`src/rtl/snand_dma_pkg.sv`:
```
package snand_dma_pkg;

    localparam logic [7:0] OFS_CFG   = 8'h00;
    localparam logic [7:0] OFS_TRIG  = 8'h18;
    localparam logic [7:0] OFS_ADDR  = 8'h1C;
    localparam logic [7:0] OFS_PEND  = 8'h20;
    localparam logic [7:0] OFS_LEN   = 8'h24;
    localparam logic [7:0] OFS_BUSY  = 8'h40;

    localparam int IRQ_EN_BIT = 20;
    localparam int WID_LSB    = 28;

    typedef enum logic {
        DIR_F2M = 1'b0,
        DIR_M2F = 1'b1
    } dir_e;

    typedef enum logic [2:0] {
        ST_IDLE,
        ST_FILL,
        ST_MWR,
        ST_MRD,
        ST_DRAIN,
        ST_DONE
    } state_e;

    // Lane inside a word that stream byte position idx occupies (first byte high).
    function automatic logic [1:0] lane_of(input logic [1:0] idx);
        return ~idx;
    endfunction

endpackage

```
`src/rtl/snand_dma_regs.sv`:
```
module snand_dma_regs
    import snand_dma_pkg::*;
#(
    parameter int CNT_W    = 12,
    parameter int RD_LIMIT = 2080,
    parameter int WR_LIMIT = 520
) (
    input  logic             clk,
    input  logic             rst,
    input  logic             reg_wr,
    input  logic [7:0]       reg_addr,
    input  logic [31:0]      reg_wdata,
    output logic [31:0]      reg_rdata,
    input  logic             busy,
    input  logic             done,
    output logic             start,
    output dir_e             start_dir,
    output logic [29:0]      start_waddr,
    output logic [CNT_W-1:0] start_cnt,
    output logic [1:0]       start_wid,
    output logic             irq_en,
    output logic             pend,
    output logic             irq
);
    localparam logic [CNT_W-1:0] RD_CAP = CNT_W'(RD_LIMIT);
    localparam logic [CNT_W-1:0] WR_CAP = CNT_W'(WR_LIMIT);

    logic [31:0]      addr_q;
    logic [CNT_W-1:0] cnt_q;
    logic [1:0]       wid_q;
    logic [CNT_W-1:0] cap;

    always_ff @(posedge clk) begin
        if (rst) begin
            addr_q <= '0;
            cnt_q  <= '0;
            wid_q  <= '0;
            irq_en <= 1'b0;
        end else if (reg_wr) begin
            case (reg_addr)
                OFS_CFG:  irq_en <= reg_wdata[IRQ_EN_BIT];
                OFS_ADDR: addr_q <= reg_wdata;
                OFS_LEN: begin
                    cnt_q <= reg_wdata[CNT_W-1:0];
                    wid_q <= reg_wdata[WID_LSB+1:WID_LSB];
                end
                default: ;
            endcase
        end
    end

    // Pending: completion sets it, a written 1 clears it; set wins a tie.
    always_ff @(posedge clk) begin
        if (rst)
            pend <= 1'b0;
        else if (done)
            pend <= 1'b1;
        else if (reg_wr && reg_addr == OFS_PEND && reg_wdata[0])
            pend <= 1'b0;
    end

    assign start       = reg_wr && (reg_addr == OFS_TRIG) && !busy;
    assign start_dir   = dir_e'(reg_wdata[0]);
    assign cap         = (start_dir == DIR_M2F) ? WR_CAP : RD_CAP;
    assign start_cnt   = (cnt_q > cap) ? cap : cnt_q;
    assign start_waddr = addr_q[31:2];
    assign start_wid   = wid_q;
    assign irq         = pend & irq_en;

    always_comb begin
        reg_rdata = '0;
        case (reg_addr)
            OFS_CFG:  reg_rdata[IRQ_EN_BIT] = irq_en;
            OFS_ADDR: reg_rdata = addr_q;
            OFS_LEN: begin
                reg_rdata[CNT_W-1:0]          = cnt_q;
                reg_rdata[WID_LSB+1:WID_LSB]  = wid_q;
            end
            OFS_PEND: reg_rdata[0] = pend;
            OFS_BUSY: reg_rdata[3:1] = {3{busy}};
            default: ;
        endcase
    end

endmodule

```
`src/rtl/snand_dma_mover.sv`:
```
module snand_dma_mover
    import snand_dma_pkg::*;
#(
    parameter int CNT_W = 12
) (
    input  logic             clk,
    input  logic             rst,
    input  logic             start,
    input  dir_e             start_dir,
    input  logic [29:0]      start_waddr,
    input  logic [CNT_W-1:0] start_cnt,
    input  logic [1:0]       start_wid,
    output logic             mem_req,
    output logic             mem_we,
    output logic [31:0]      mem_addr,
    output logic [31:0]      mem_wdata,
    output logic [3:0]       mem_be,
    input  logic             mem_ready,
    input  logic [31:0]      mem_rdata,
    input  logic             fl_rx_valid,
    input  logic [7:0]       fl_rx_data,
    output logic             fl_rx_ready,
    output logic             fl_tx_valid,
    output logic [7:0]       fl_tx_data,
    input  logic             fl_tx_ready,
    output logic             fl_own,
    output logic             fl_dir,
    output logic [1:0]       fl_width,
    output logic             busy,
    output logic             done
);
    state_e           st;
    dir_e             dir_q;
    logic [1:0]       wid_q;
    logic [29:0]      waddr;
    logic [CNT_W-1:0] rem;
    logic [1:0]       bidx;
    logic [31:0]      wbuf;
    logic [3:0]       wbe;
    logic [1:0]       lane;

    assign lane = lane_of(bidx);

    always_ff @(posedge clk) begin
        if (rst) begin
            st    <= ST_IDLE;
            dir_q <= DIR_F2M;
            wid_q <= '0;
            waddr <= '0;
            rem   <= '0;
            bidx  <= '0;
            wbuf  <= '0;
            wbe   <= '0;
        end else begin
            case (st)
                ST_IDLE: if (start) begin
                    dir_q <= start_dir;
                    wid_q <= start_wid;
                    waddr <= start_waddr;
                    rem   <= start_cnt;
                    bidx  <= '0;
                    wbuf  <= '0;
                    wbe   <= '0;
                    if (start_cnt == '0)
                        st <= ST_DONE;
                    else if (start_dir == DIR_F2M)
                        st <= ST_FILL;
                    else
                        st <= ST_MRD;
                end
                ST_FILL: if (fl_rx_valid) begin
                    wbuf[{lane, 3'b000} +: 8] <= fl_rx_data;
                    wbe[lane] <= 1'b1;
                    rem       <= rem - 1'b1;
                    bidx      <= bidx + 1'b1;
                    if (bidx == 2'd3 || rem == CNT_W'(1))
                        st <= ST_MWR;
                end
                ST_MWR: if (mem_ready) begin
                    waddr <= waddr + 1'b1;
                    bidx  <= '0;
                    wbuf  <= '0;
                    wbe   <= '0;
                    st    <= (rem == '0) ? ST_DONE : ST_FILL;
                end
                ST_MRD: if (mem_ready) begin
                    wbuf <= mem_rdata;
                    bidx <= '0;
                    st   <= ST_DRAIN;
                end
                ST_DRAIN: if (fl_tx_ready) begin
                    rem  <= rem - 1'b1;
                    bidx <= bidx + 1'b1;
                    if (rem == CNT_W'(1))
                        st <= ST_DONE;
                    else if (bidx == 2'd3) begin
                        waddr <= waddr + 1'b1;
                        st    <= ST_MRD;
                    end
                end
                ST_DONE: st <= ST_IDLE;
                default: st <= ST_IDLE;
            endcase
        end
    end

    assign mem_req     = (st == ST_MWR) || (st == ST_MRD);
    assign mem_we      = (st == ST_MWR);
    assign mem_addr    = {waddr, 2'b00};
    assign mem_wdata   = wbuf;
    assign mem_be      = (st == ST_MWR) ? wbe : 4'hF;
    assign fl_rx_ready = (st == ST_FILL);
    assign fl_tx_valid = (st == ST_DRAIN);
    assign fl_tx_data  = wbuf[{lane, 3'b000} +: 8];
    assign busy        = (st != ST_IDLE);
    assign done        = (st == ST_DONE);
    assign fl_own      = busy;
    assign fl_dir      = dir_q;
    assign fl_width    = wid_q;

endmodule

```
`src/rtl/snand_dma.sv`:
```
module snand_dma
    import snand_dma_pkg::*;
#(
    parameter int CNT_W    = 12,
    parameter int RD_LIMIT = 2080,
    parameter int WR_LIMIT = 520
) (
    input  logic        clk,
    input  logic        rst,
    input  logic        reg_wr,
    input  logic [7:0]  reg_addr,
    input  logic [31:0] reg_wdata,
    output logic [31:0] reg_rdata,
    output logic        mem_req,
    output logic        mem_we,
    output logic [31:0] mem_addr,
    output logic [31:0] mem_wdata,
    output logic [3:0]  mem_be,
    input  logic        mem_ready,
    input  logic [31:0] mem_rdata,
    input  logic        fl_rx_valid,
    input  logic [7:0]  fl_rx_data,
    output logic        fl_rx_ready,
    output logic        fl_tx_valid,
    output logic [7:0]  fl_tx_data,
    input  logic        fl_tx_ready,
    output logic        fl_own,
    output logic        fl_dir,
    output logic [1:0]  fl_width,
    output logic        irq
);
    logic             busy;
    logic             done;
    logic             start;
    dir_e             start_dir;
    logic [29:0]      start_waddr;
    logic [CNT_W-1:0] start_cnt;
    logic [1:0]       start_wid;
    logic             irq_en;
    logic             pend;

    snand_dma_regs #(
        .CNT_W(CNT_W), .RD_LIMIT(RD_LIMIT), .WR_LIMIT(WR_LIMIT)
    ) u_regs (
        .clk(clk), .rst(rst),
        .reg_wr(reg_wr), .reg_addr(reg_addr), .reg_wdata(reg_wdata),
        .reg_rdata(reg_rdata),
        .busy(busy), .done(done),
        .start(start), .start_dir(start_dir), .start_waddr(start_waddr),
        .start_cnt(start_cnt), .start_wid(start_wid),
        .irq_en(irq_en), .pend(pend), .irq(irq)
    );

    snand_dma_mover #(.CNT_W(CNT_W)) u_mover (
        .clk(clk), .rst(rst),
        .start(start), .start_dir(start_dir), .start_waddr(start_waddr),
        .start_cnt(start_cnt), .start_wid(start_wid),
        .mem_req(mem_req), .mem_we(mem_we), .mem_addr(mem_addr),
        .mem_wdata(mem_wdata), .mem_be(mem_be), .mem_ready(mem_ready),
        .mem_rdata(mem_rdata),
        .fl_rx_valid(fl_rx_valid), .fl_rx_data(fl_rx_data), .fl_rx_ready(fl_rx_ready),
        .fl_tx_valid(fl_tx_valid), .fl_tx_data(fl_tx_data), .fl_tx_ready(fl_tx_ready),
        .fl_own(fl_own), .fl_dir(fl_dir), .fl_width(fl_width),
        .busy(busy), .done(done)
    );

endmodule

```
`config.mk`:
```
export PLATFORM = sky130hd
export DESIGN_NAME = snand_dma
export DESIGN_NICKNAME = d
export VERILOG_FILES = /design/src/rtl/snand_dma_pkg.sv /design/src/rtl/snand_dma_regs.sv /design/src/rtl/snand_dma_mover.sv /design/src/rtl/snand_dma.sv
export SDC_FILE = /design/constraint.sdc
export NUM_CORES = 1
export LEC_CHECK = 0
export BUFFER_PORTS_ARGS = -buffer_cell sky130_fd_sc_hd__clkbuf_2
export CELL_PAD_IN_SITES_DETAIL_PLACEMENT = 0
export CELL_PAD_IN_SITES_GLOBAL_PLACEMENT = 2
export CORE_MARGIN = 5
export CORE_UTILIZATION = 31
export CTS_CLUSTER_SIZE = 8
export DETAILED_ROUTE_END_ITERATION = 6
export PLACE_DENSITY_LB_ADDON = 0.1
export SLEW_MARGIN = 20
export SYNTH_ARGS = -nofsm -noshare
export SYNTH_HDL_FRONTEND = slang
export SYNTH_SLANG_ARGS = --single-unit
```
`constraint.sdc`:
```
create_clock -name clk -period 3.2 [get_ports clk]
set_clock_uncertainty 0.1 [all_clocks]
set_input_delay 0.16 -clock clk [delete_from_list [all_inputs] [get_ports clk]]
set_output_delay 0.16 -clock clk [all_outputs]
set_load 0.1 [all_outputs]
```
=== After elaboration in Yosys (flattened, before gate mapping) ===
Index checks and enable logic that the tools add are counted.
Widths: inputs -> output; s select.

* Multipliers: 0
* Divide/modulo/power cells: 0
* Reductions and logical operators: 30
* Add/sub/neg operators: 4
* Shifts and indexed selects: 3
* Muxes and demuxes: 52
* $lt $le $gt $ge: 3
* Eq/ne operators: 22
* Bitwise operators: 3

{| class="wikitable"
|+ Operator list
! kind !! number
|-
| $mux 30 || 5
|-
| $mux 32 || 4
|-
| $pmux 32 s4 || 1
|-
| $pmux 30 s3 || 1
|-
| $mux 12 || 5
|-
| $pmux 12 s3 || 1
|-
| $bwmux 32 || 1
|-
| $shift 8x7->32 const A || 1
|-
| $shiftx 32x6->8 || 1
|-
| $shiftx 8x7->32 || 1
|-
| $add 30x1->30 const B || 1
|-
| $mux 3 || 10
|-
| $logic_not 12->1 || 2
|-
| $eq 8x5->1 const B || 2
|-
| $eq 8x6->1 const B || 2
|-
| $mux 4 || 4
|-
| $pmux 8 s2 || 1
|-
| $pmux 3 s5 || 1
|-
| $eq 12x1->1 const B || 1
|-
| $gt 12x12->1 || 1
|-
| $mux 2 || 6
|-
| $pmux 4 s3 || 1
|-
| $reduce_bool 3->1 || 4
|-
| $sub 12x1->12 const B || 1
|-
| other kinds (37) || 59
|}

* Logic and storage cells: 130
* Memories kept: 0
* Register bits after elaboration: 134
* Memory bits (writable): 0
* Latch bits: 0
* Bits in read-only memories: 0
* Input bits: 86

=== Longest topological paths before layout ===
Gate-level depths: netlist (run 1).

* Depth after elaboration: 8
* Gate-level depth with buffers: 9

=== Cells and area by module ===
A second synthesis (run 1) with hierarchy kept.

* Cells, all modules: 1031
* Area total of the unflattened synthesis: 8076.5 µm²

{| class="wikitable"
|+ By module, submodules not included
! module !! times used !! area an instance (µm²) !! cells an instance
|-
| snand_dma_mover || 1 || 5460.2 || 704
|-
| snand_dma_regs || 1 || 2616.3 || 327
|}

=== Worst setup path after synthesis (run 1) ===
OpenSTA, ideal clock, no wires.

* Kind: reg2out
* Start: reg u_mover.st[1]
* End: out mem_be[0]
* Stages on the path, launching flop included: 5
* Setup slack: -1.657 ns
* Data required time: 2.940 ns
* Arrival: 4.597 ns
* Path through: dfxtp_1 > buf_4 > clkbuf_1 > nor3b_1 > nand2b_1

* Longest elaborated chain between the ends: 2

{| class="wikitable"
|+ RTL lines
! what !! RTL line !! RTL
|-
| from (decl) || snand_dma_mover.sv:32 || <nowiki>state_e st;</nowiki>
|-
| from (signal assigned) || snand_dma_mover.sv:84 || <nowiki>st <= (rem == '0) ? ST_DONE : ST_FILL;</nowiki>
|-
| $eq 3x2->1 || -- ||
|-
| via mem_we || snand_dma.sv:15 || <nowiki>output logic mem_we,</nowiki>
|-
| $mux 4 || snand_dma_mover.sv:111 || <nowiki>assign mem_be = (st == ST_MWR) ? wbe : 4'hF;</nowiki>
|-
| to (decl) || snand_dma.sv:18 || <nowiki>output logic [3:0] mem_be,</nowiki>
|}

The timed path passes the listed nets, and every way through them passes these cells.

=== Worst setup path after layout (run 1) ===
* Start: reg u_mover.st[0]
* End: out reg_rdata[3]

* Longest elaborated chain between the ends: 2

{| class="wikitable"
|+ RTL lines
! what !! RTL line !! RTL
|-
| $reduce_bool 3->1 || snand_dma_mover.sv:115 || <nowiki>assign busy = (st != ST_IDLE);</nowiki>
|-
| $pmux 3 s3 || snand_dma_regs.sv:72 || <nowiki>case (reg_addr)</nowiki>
|-
| to (decl) || snand_dma.sv:13 || <nowiki>output logic [31:0] reg_rdata,</nowiki>
|}

Every way passes these cells.

==> results_dict.tcl, run 1 <==
set metrics [dict create \
    areaGrowthSynthToFinish_pct 31.5 \
    final_layout_size_suffix_gt1_frac 0.258 \
    vias_per_cell 5.30 \
    ff_latch_area_sq_mm 0.00268 \
    post-synth-top-area-fraction 0.332 \
    tritoncts_buffers 17 \
    rows 59 \
    slowest_delay_ns 0.61 \
    layout.nets 1359 \
    tritoncts_clock_tree "done" \
    cts.repair_timing.setup_buffer_count 0 \
    relSlewSlack 0.380 \
    tns_ns 0 \
    finalWirelength_um 31600 \
    dominantRegCellSynth "sky130_fd_sc_hd__dfxtp_1" \
    detail-route-antenna-nets 0 \
    cpLargestDelayFamily "simple AND/OR/NAND/NOR gates" \
    grtUsageTotal 0.209 \
    final.min_clock_period_ns 2.80 \
    detail_route.wl_per_cell_um 19.7 \
    path_cells "or3_1, nand2_1, nor4_1, a221o_1, buf_12" \
    drt_pass1_iterations 5 \
    multi_input_area_sq_mm 0.00486 \
    setup.worst_path.start_class "flip-flop" \
    critPathArrivalTime_ns 2.54 \
    ctsHtreeMaxLevel 4 \
    grt_pass1_vias 8205 \
    placeableCoreArea_sq_mm 0.0258 \
    yosys_register_bits 134 \
    clock_slew_at_the_register_clock_pins_of_the_worst_setup_and_hold_paths_ns 0.08 \
    cts.root.buffer_cell "sky130_fd_sc_hd__clkbuf_16" \
    power_density_mw_per_mm2 701 \
    global_route_wire_length_before_repair_um 48700 \
    cellLeakagePower_nw 4.11 \
    finalMaxSlewViolations 0 \
    reg2reg_slack_ns 0.58 \
    floorplan.initialDensity 0.312 \
    buffers_and_inverters_on_the_worst_path 1 \
    worstSetupEndpointType "output port" \
    drv_cap 0 \
    place.port_buffers 200 \
    grt_setup_unrepaired "no" \
    drcViolationCount 0 \
    place.gp.congestion 0.790 \
    critPathSlowestCell "sky130_fd_sc_hd__dfxtp_1" \
    floorplan.die_area_sq_mm 0.0294 \
    die_h_um 171 \
    max_clock_freq_ghz 0.357 \
    synth_area_leader_cell "sky130_fd_sc_hd__dfxtp_1" \
    tightest_slew_ns 0.930 \
    run_status "finished, final reports clean" \
    critPathRequiredTime_ns 2.94 \
    yosysSeqAreaShare 0.332 \
    cp_max_fo 11 \
    fin_util 0.411 \
    dp_hpwl_um 22200 \
    finalSetupViolCount 0 \
    ys_top_cells_by_area "sky130_fd_sc_hd__dfxtp_1 33%, sky130_fd_sc_hd__nand2_1 7.9%, sky130_fd_sc_hd__a21oi_1 7.7%" \
    synth-async-reset-ratio 0 \
    grt_antenna_before_repair 0 \
    power.ir.vdd_worst_mv 0.369 \
    syn_avg_cell_area_sq_um 7.86 \
    clock_sinks 134 \
    num_antenna_cells 0 \
    synthesis.area_sq_mm 0.00807 \
    num_vias 8505 \
    maximum_number_of_pins_on_one_net_before_global_route_repair 61 \
    min_period_over_period 0.876 \
    synthesis.yosys.warnings 0 \
    hold_viol 0 \
    dieWidth_um 171 \
    layout.filler_cells 2731 \
    worst_skew_pair.late_latency_ns 0.42 \
    ios 203 \
    timing.hold.worst.class "input pin to flip-flop" \
    cts-root-to-sink-buffers 2 \
    detailedRoute.firstIterationViolations 499 \
    setup.worst_path.class "flip-flop to output port" \
    distinct_cell_type_count_of_the_synthesized_netlist 86 \
    synthesis.instances 1026 \
    grt.overflow.total 0 \
    synth-edff-count 0 \
]
[state kept, by name, indices dropped and copies added (netlist names), 3 cells and up]
name               cells
u_mover.mem_wdata     32
u_mover.wbe            4
u_regs.cnt_q          12
u_mover.rem           12
u_regs.addr_q         32
u_mover.waddr         30
u_mover.st             3
[where the power goes]
group / switching (mW) / internal, mW / total, mW / leakage (nW)
Sequential: 0.180 / 1.82 / 2.00 / 1.09
Combinational: 2.45 / 0.974 / 3.42 / 2.74
Clock: 0.912 / 1.11 / 2.02 / 0.283
Total: 3.54 / 3.90 / 7.44 / 4.11
[placed cells by master (no fill, tap or decap), drive strengths merged, types with 12 or more instances in the layout]
master       instances
clkbuf             202
nand2              170
dfxtp              134
a21oi              124
o21ai               57
buf                 54
dlygate4sd3         52
nor2                49
nand3               48
inv                 47
nor3                39
and2                26
a221oi              22
ha                  15
nor2b               14
a22o                13
nand2b              13
nor4                12
[worst register-to-register path, stage by stage, from the launching register on]
cell,delay [ns]
sky130_fd_sc_hd__dfxtp_1,0.41
sky130_fd_sc_hd__ha_1,0.17
sky130_fd_sc_hd__nor4b_1,0.43
sky130_fd_sc_hd__nand4b_1,0.16
sky130_fd_sc_hd__buf_4,0.19
sky130_fd_sc_hd__o2111ai_4,0.43
sky130_fd_sc_hd__buf_4,0.28
sky130_fd_sc_hd__nor2_1,0.09
sky130_fd_sc_hd__a32o_1,0.25
[kinds of logic (layout without fill, tap and decap cells)]
kind of cell    Yosys count  in the layout  share of synthesized area
compound gates          312            312                      0.270
xor+xnor                  3              3                    0.00326
fa+ha+maj                15             15                     0.0233
buf+inv                 117            361                     0.0698
flops                   134            134                      0.332
mux                      10             10                     0.0250
other cells               1              2                   0.000465
simple gates            434            434                      0.276
[path summary, 6_finish.rpt]
check	from	endpoint	cells after the start
setup / recovery	u_mover.st[0]	reg_rdata[3]	5
hold / removal	mem_rdata[17]	u_mover.mem_wdata[17]	5
setup reg to reg	u_mover.rem[0]	u_mover.waddr[22]	8
hold reg to reg	u_regs.addr_q[24]	u_regs.addr_q[24]	2
[per-stage QoR]
stage	hold WS (ns)	power, mW	cells	area [sq um]	worst slack [ns]
finish	0.0205	7.44	1606	10600	0.398
global route	0.0467	7.84	1606	10600	0.222
CTS	0.0153	7.50	1606	10600	0.384
detailed placement	0.288	5.42	1522	9510	0.628
global placement	0.288	5.42	1522	9510	0.633
floorplan	0.196	4.63	1027	8090	0.260
[synthesized netlist by cell type, types with 4 or more instances]
cell and count:
sky130_fd_sc_hd__o21ai_0 57, sky130_fd_sc_hd__mux4_2 8, sky130_fd_sc_hd__a31oi_1 7, sky130_fd_sc_hd__nand2b_1 13, sky130_fd_sc_hd__nor2b_1 14, sky130_fd_sc_hd__o211ai_1 6, sky130_fd_sc_hd__ha_1 15, sky130_fd_sc_hd__or3_1 7
sky130_fd_sc_hd__o21a_1 4, sky130_fd_sc_hd__inv_1 37, sky130_fd_sc_hd__and2_1 25, sky130_fd_sc_hd__nor2_1 48, sky130_fd_sc_hd__o22ai_1 4, sky130_fd_sc_hd__o31ai_1 7, sky130_fd_sc_hd__clkbuf_1 42, sky130_fd_sc_hd__nand4_1 10
sky130_fd_sc_hd__nand2_1 169, sky130_fd_sc_hd__o31a_1 4, sky130_fd_sc_hd__nor3_1 38, sky130_fd_sc_hd__buf_6 9, sky130_fd_sc_hd__or2_2 4, sky130_fd_sc_hd__or4_1 4, sky130_fd_sc_hd__and4_1 4, sky130_fd_sc_hd__and3_1 7
sky130_fd_sc_hd__o32ai_1 9, sky130_fd_sc_hd__buf_2 17, sky130_fd_sc_hd__nor4_1 9, sky130_fd_sc_hd__buf_4 9, sky130_fd_sc_hd__dfxtp_1 134, sky130_fd_sc_hd__a211oi_1 9, sky130_fd_sc_hd__a221oi_2 19, sky130_fd_sc_hd__a21oi_1 124
sky130_fd_sc_hd__nand4b_1 5, sky130_fd_sc_hd__nand3_1 48, sky130_fd_sc_hd__o2bb2ai_1 6, sky130_fd_sc_hd__a22o_1 13, sky130_fd_sc_hd__nor3b_1 5
[cell type report]
| class | count | area share |
|---|---|---|
| multi-input cells | 776 | 0.458 |
| flip-flops and latches | 134 | 0.253 |
| repair buffers | 291 | 0.182 |
| clock buffers | 17 | 0.0401 |
| well taps | 335 | 0.0395 |
| clock inverters | 15 | 0.0147 |
| inverters | 38 | 0.0134 |
[timing repair]
item | in CTS | in global routing
resized for setup | 0 | 0
endpoints found under the hold margin | 72 | 0
hold buffers | 52 | 0
[per-layer routing]
layer | vias to the layer above | part of all wire | track usage
li1 | 4201 | - | -
met1 | 4085 | 0.47 | 0.290
met2 | 196 | 0.47 | 0.344
met3 | 23 | 0.042 | 0.0347
met4 | 0 | 0.013 | 0.0424
met5 | - | 0 | 0
No activity file was read; power rests on OpenSTA's default activity.
==> run 2: changes to the inputs <==
--- a/config.mk
+++ b/config.mk
@@ -5,11 +5,12 @@
 export SDC_FILE = /design/constraint.sdc
 export NUM_CORES = 1
 export LEC_CHECK = 0
+export ABC_AREA = 1
 export BUFFER_PORTS_ARGS = -buffer_cell sky130_fd_sc_hd__clkbuf_2
 export CELL_PAD_IN_SITES_DETAIL_PLACEMENT = 0
 export CELL_PAD_IN_SITES_GLOBAL_PLACEMENT = 2
 export CORE_MARGIN = 5
-export CORE_UTILIZATION = 31
+export CORE_UTILIZATION = 28
 export CTS_CLUSTER_SIZE = 8
 export DETAILED_ROUTE_END_ITERATION = 6
 export PLACE_DENSITY_LB_ADDON = 0.1
==> constraint.sdc (replaced) <==
create_clock -name clk -period 3.2 [get_ports clk]
set_clock_uncertainty 0.1 [all_clocks]
set_input_delay 0.64 -clock clk [delete_from_list [all_inputs] [get_ports clk]]
set_output_delay 0.64 -clock clk [all_outputs]
set_load 0.1 [all_outputs]
==> results_dict.tcl, run 2 <==
set metrics [dict create \
    min_period_over_period 0.908 \
    cellLeakagePower_nw 4.30 \
    synth_top_cells_by_count "229 x sky130_fd_sc_hd__nand2_1, 156 x sky130_fd_sc_hd__a21oi_1, 153 x sky130_fd_sc_hd__inv_1, 141 x sky130_fd_sc_hd__o21ai_0, 134 x sky130_fd_sc_hd__dfxtp_1" \
    power.ir.vdd_worst_mv 0.495 \
    syn_avg_cell_area_sq_um 6.45 \
    synthesis.area_sq_mm 0.00799 \
    finalWirelength_um 32400 \
    timing.hold.worst.class "flip-flop to flip-flop" \
    clock_slew_at_the_register_clock_pins_of_the_worst_setup_and_hold_paths_ns 0.07 \
    grt_pass1_vias 8562 \
    rows 61 \
    net-switching-power_mw 5.44 \
    setup.worst_path.class "flip-flop to output port" \
    tritoncts_buffers 17 \
    floorplan.die_area_sq_mm 0.0320 \
    floorplan.initialDensity 0.285 \
    final.min_clock_period_ns 2.91 \
    dieWidth_um 179 \
    cts_hold_buffers 0 \
    finalMaxSlewViolations 0 \
    place.port_buffers 200 \
    worstSetupEndpointType "output port" \
    setup.worst_path.start_class "flip-flop" \
    total_power_mw 9.64 \
    dp_cells 1773 \
    vias_per_cell 4.88 \
    buffers_and_inverters_on_the_worst_path 3 \
    cts.repair_timing.setup_buffer_count 0 \
    max_clock_freq_ghz 0.344 \
    clock_sinks 134 \
    ios 203 \
    tritoncts_clock_tree "done" \
    detail-route-antenna-nets 0 \
    clock_power_share 0.205 \
    grt_antenna_before_repair 0 \
    ctsHtreeMaxLevel 4 \
    dominantRegCellSynth "sky130_fd_sc_hd__dfxtp_1" \
    place.gp.congestion 0.847 \
    run_status "finished, final reports clean" \
    yosysSeqAreaShare 0.336 \
    finalSetupViolCount 0 \
    tightest_slew_ns 0.776 \
    post-synth-top-area-fraction 0.336 \
    drt_pass1_iterations 5 \
    synthesis.yosys.warnings 0 \
    placeableCoreArea_sq_mm 0.0280 \
    swShare 0.564 \
    grt.overflow.total 0 \
    num_vias 8802 \
    relSlewSlack 0.482 \
    hold_viol 0 \
    drcViolationCount 0 \
    mostFrequentLayoutCell "sky130_fd_sc_hd__nand2_1" \
    cp_max_fo 12 \
    cts.root.buffer_cell "sky130_fd_sc_hd__clkbuf_16" \
    drv_cap 0 \
    synthMostInstantiatedCell "sky130_fd_sc_hd__nand2_1" \
    ctsResizeCount 0 \
    synthesis.instances 1239 \
    ys_top_cells_by_area "sky130_fd_sc_hd__dfxtp_1 34%, sky130_fd_sc_hd__nand2_1 11%, sky130_fd_sc_hd__a21oi_1 9.8%" \
    critPathSlowestCell "sky130_fd_sc_hd__o21ai_0" \
    num_antenna_cells 0 \
    power_density_mw_per_mm2 906 \
    power_frac_comb 0.564 \
    slowest_delay_ns 0.44 \
    cts-root-to-sink-buffers 2 \
    grt_setup_unrepaired "no" \
    global_route_wire_length_before_repair_um 49900 \
    synth_area_leader_cell "sky130_fd_sc_hd__dfxtp_1" \
    post_dp_cell_area_sq_mm 0.0101 \
    cpLargestDelayFamily "buffers and inverters" \
    setup_slack_ns 0.293 \
    detailedRoute.firstIterationViolations 490 \
    power_frac_seq 0.231 \
    maximum_number_of_pins_on_one_net_before_global_route_repair 65 \
    layout.nets 1515 \
    die_h_um 179 \
    fin_util 0.380 \
    critPathArrivalTime_ns 2.17 \
    synth-async-reset-ratio 0 \
    dp_hpwl_um 24600 \
    cell_internal_pwr_mw 4.20 \
    final_cell_mix "228 x sky130_fd_sc_hd__nand2_1, 160 x sky130_fd_sc_hd__clkbuf_2, 156 x sky130_fd_sc_hd__a21oi_1" \
    worst_skew_pair.late_latency_ns 0.43 \
    yosys_register_bits 134 \
    detail_route.wl_per_cell_um 18.0 \
    post_place_setup_slack_ns 0.355 \
    path_cells "clkinv_1, buf_4, o21ai_0, o22ai_2, buf_12" \
    grtUsageTotal 0.202 \
    critPathRequiredTime_ns 2.46 \
    final-instance-count-excl-fill 1805 \
    synth-edff-count 0 \
    final_layout_size_suffix_gt1_frac 0.219 \
    distinct_cell_type_count_of_the_synthesized_netlist 40 \
    final_cell_area_sq_mm 0.0106 \
    areaGrowthSynthToFinish_pct 33.2 \
]
==> run 2: cell families (layout without fill, tap and decap cells) <==
| group | count (synthesis) | in the layout | synth area share |
|---|---|---|---|
| AND/OR/NAND/NOR | 460 | 460 | 0.249 |
| AO/OA/AOI/OAI | 387 | 387 | 0.266 |
| buffers and inverters | 230 | 417 | 0.113 |
| flip-flops | 134 | 134 | 0.336 |
| adder cells (fa/ha/maj) | 15 | 15 | 0.0235 |
| XOR/XNOR | 12 | 12 | 0.0132 |
| other | 1 | 2 | 0.000469 |
==> run 2: per-layer routing <==
layer  part of all wire  vias up  GRT usage  wire length, um
met5                  0        -          0                0
met4              0.021        0     0.0665              680
met3              0.043       34     0.0268             1390
met2               0.48      230      0.337            15500
met1               0.46     4047      0.269            14800
li1                   -     4491          -                -
==> run 2: final timing paths <==
| check | from | endpoint | slack [ns] | depth (start not counted) |
|---|---|---|---|---|
| max reg2reg | u_mover.bidx[0] | u_mover.waddr[11] | 0.69 | 11 |
| min reg2reg | u_mover.fl_width[0] | u_mover.fl_width[0] | 0.35 | 2 |
| min | u_mover.fl_width[0] | u_mover.fl_width[0] | 0.35 | 2 |
| max | u_mover.bidx[0] | fl_tx_data[4] | 0.29 | 5 |
==> run 2: through the flow <==
stage | hold WS (ns) | TNS, ns
after floorplan | 0.330 | -4.41
after global placement | 0.336 | 0
after detailed placement | 0.347 | 0
after CTS | 0.358 | 0
after global routing | 0.372 | 0
final | 0.354 | 0
==> run 2: power groups by stage <==
stage          logic, mW  registers (mW)  clock network (mW)
5_1_grt             5.86            2.26                2.09
6_report            5.44            2.22                1.98
2_1_floorplan       2.87            3.49                   0
3_3_place_gp        5.48            2.27                   0
4_1_cts             5.49            2.23                2.03
3_5_place_dp        5.48            2.26                   0
==> run 2: tightest hold or removal path, cell delays in order (launching register included) <==
cell and delay (ns):
sky130_fd_sc_hd__dfxtp_1 0.32, sky130_fd_sc_hd__inv_1 0.05, sky130_fd_sc_hd__a21oi_1 0.05
==> run 2: cell type report <==
| cell class | instances | area, sq um |
|---|---|---|
| fill | 3120 | 17400 |
| multi-input combinational | 876 | 4530 |
| sequential | 134 | 2680 |
| timing repair buffer | 221 | 1760 |
| inverter | 164 | 616 |
| tap | 378 | 473 |
| clock buffer | 17 | 425 |
| clock inverter | 15 | 158 |
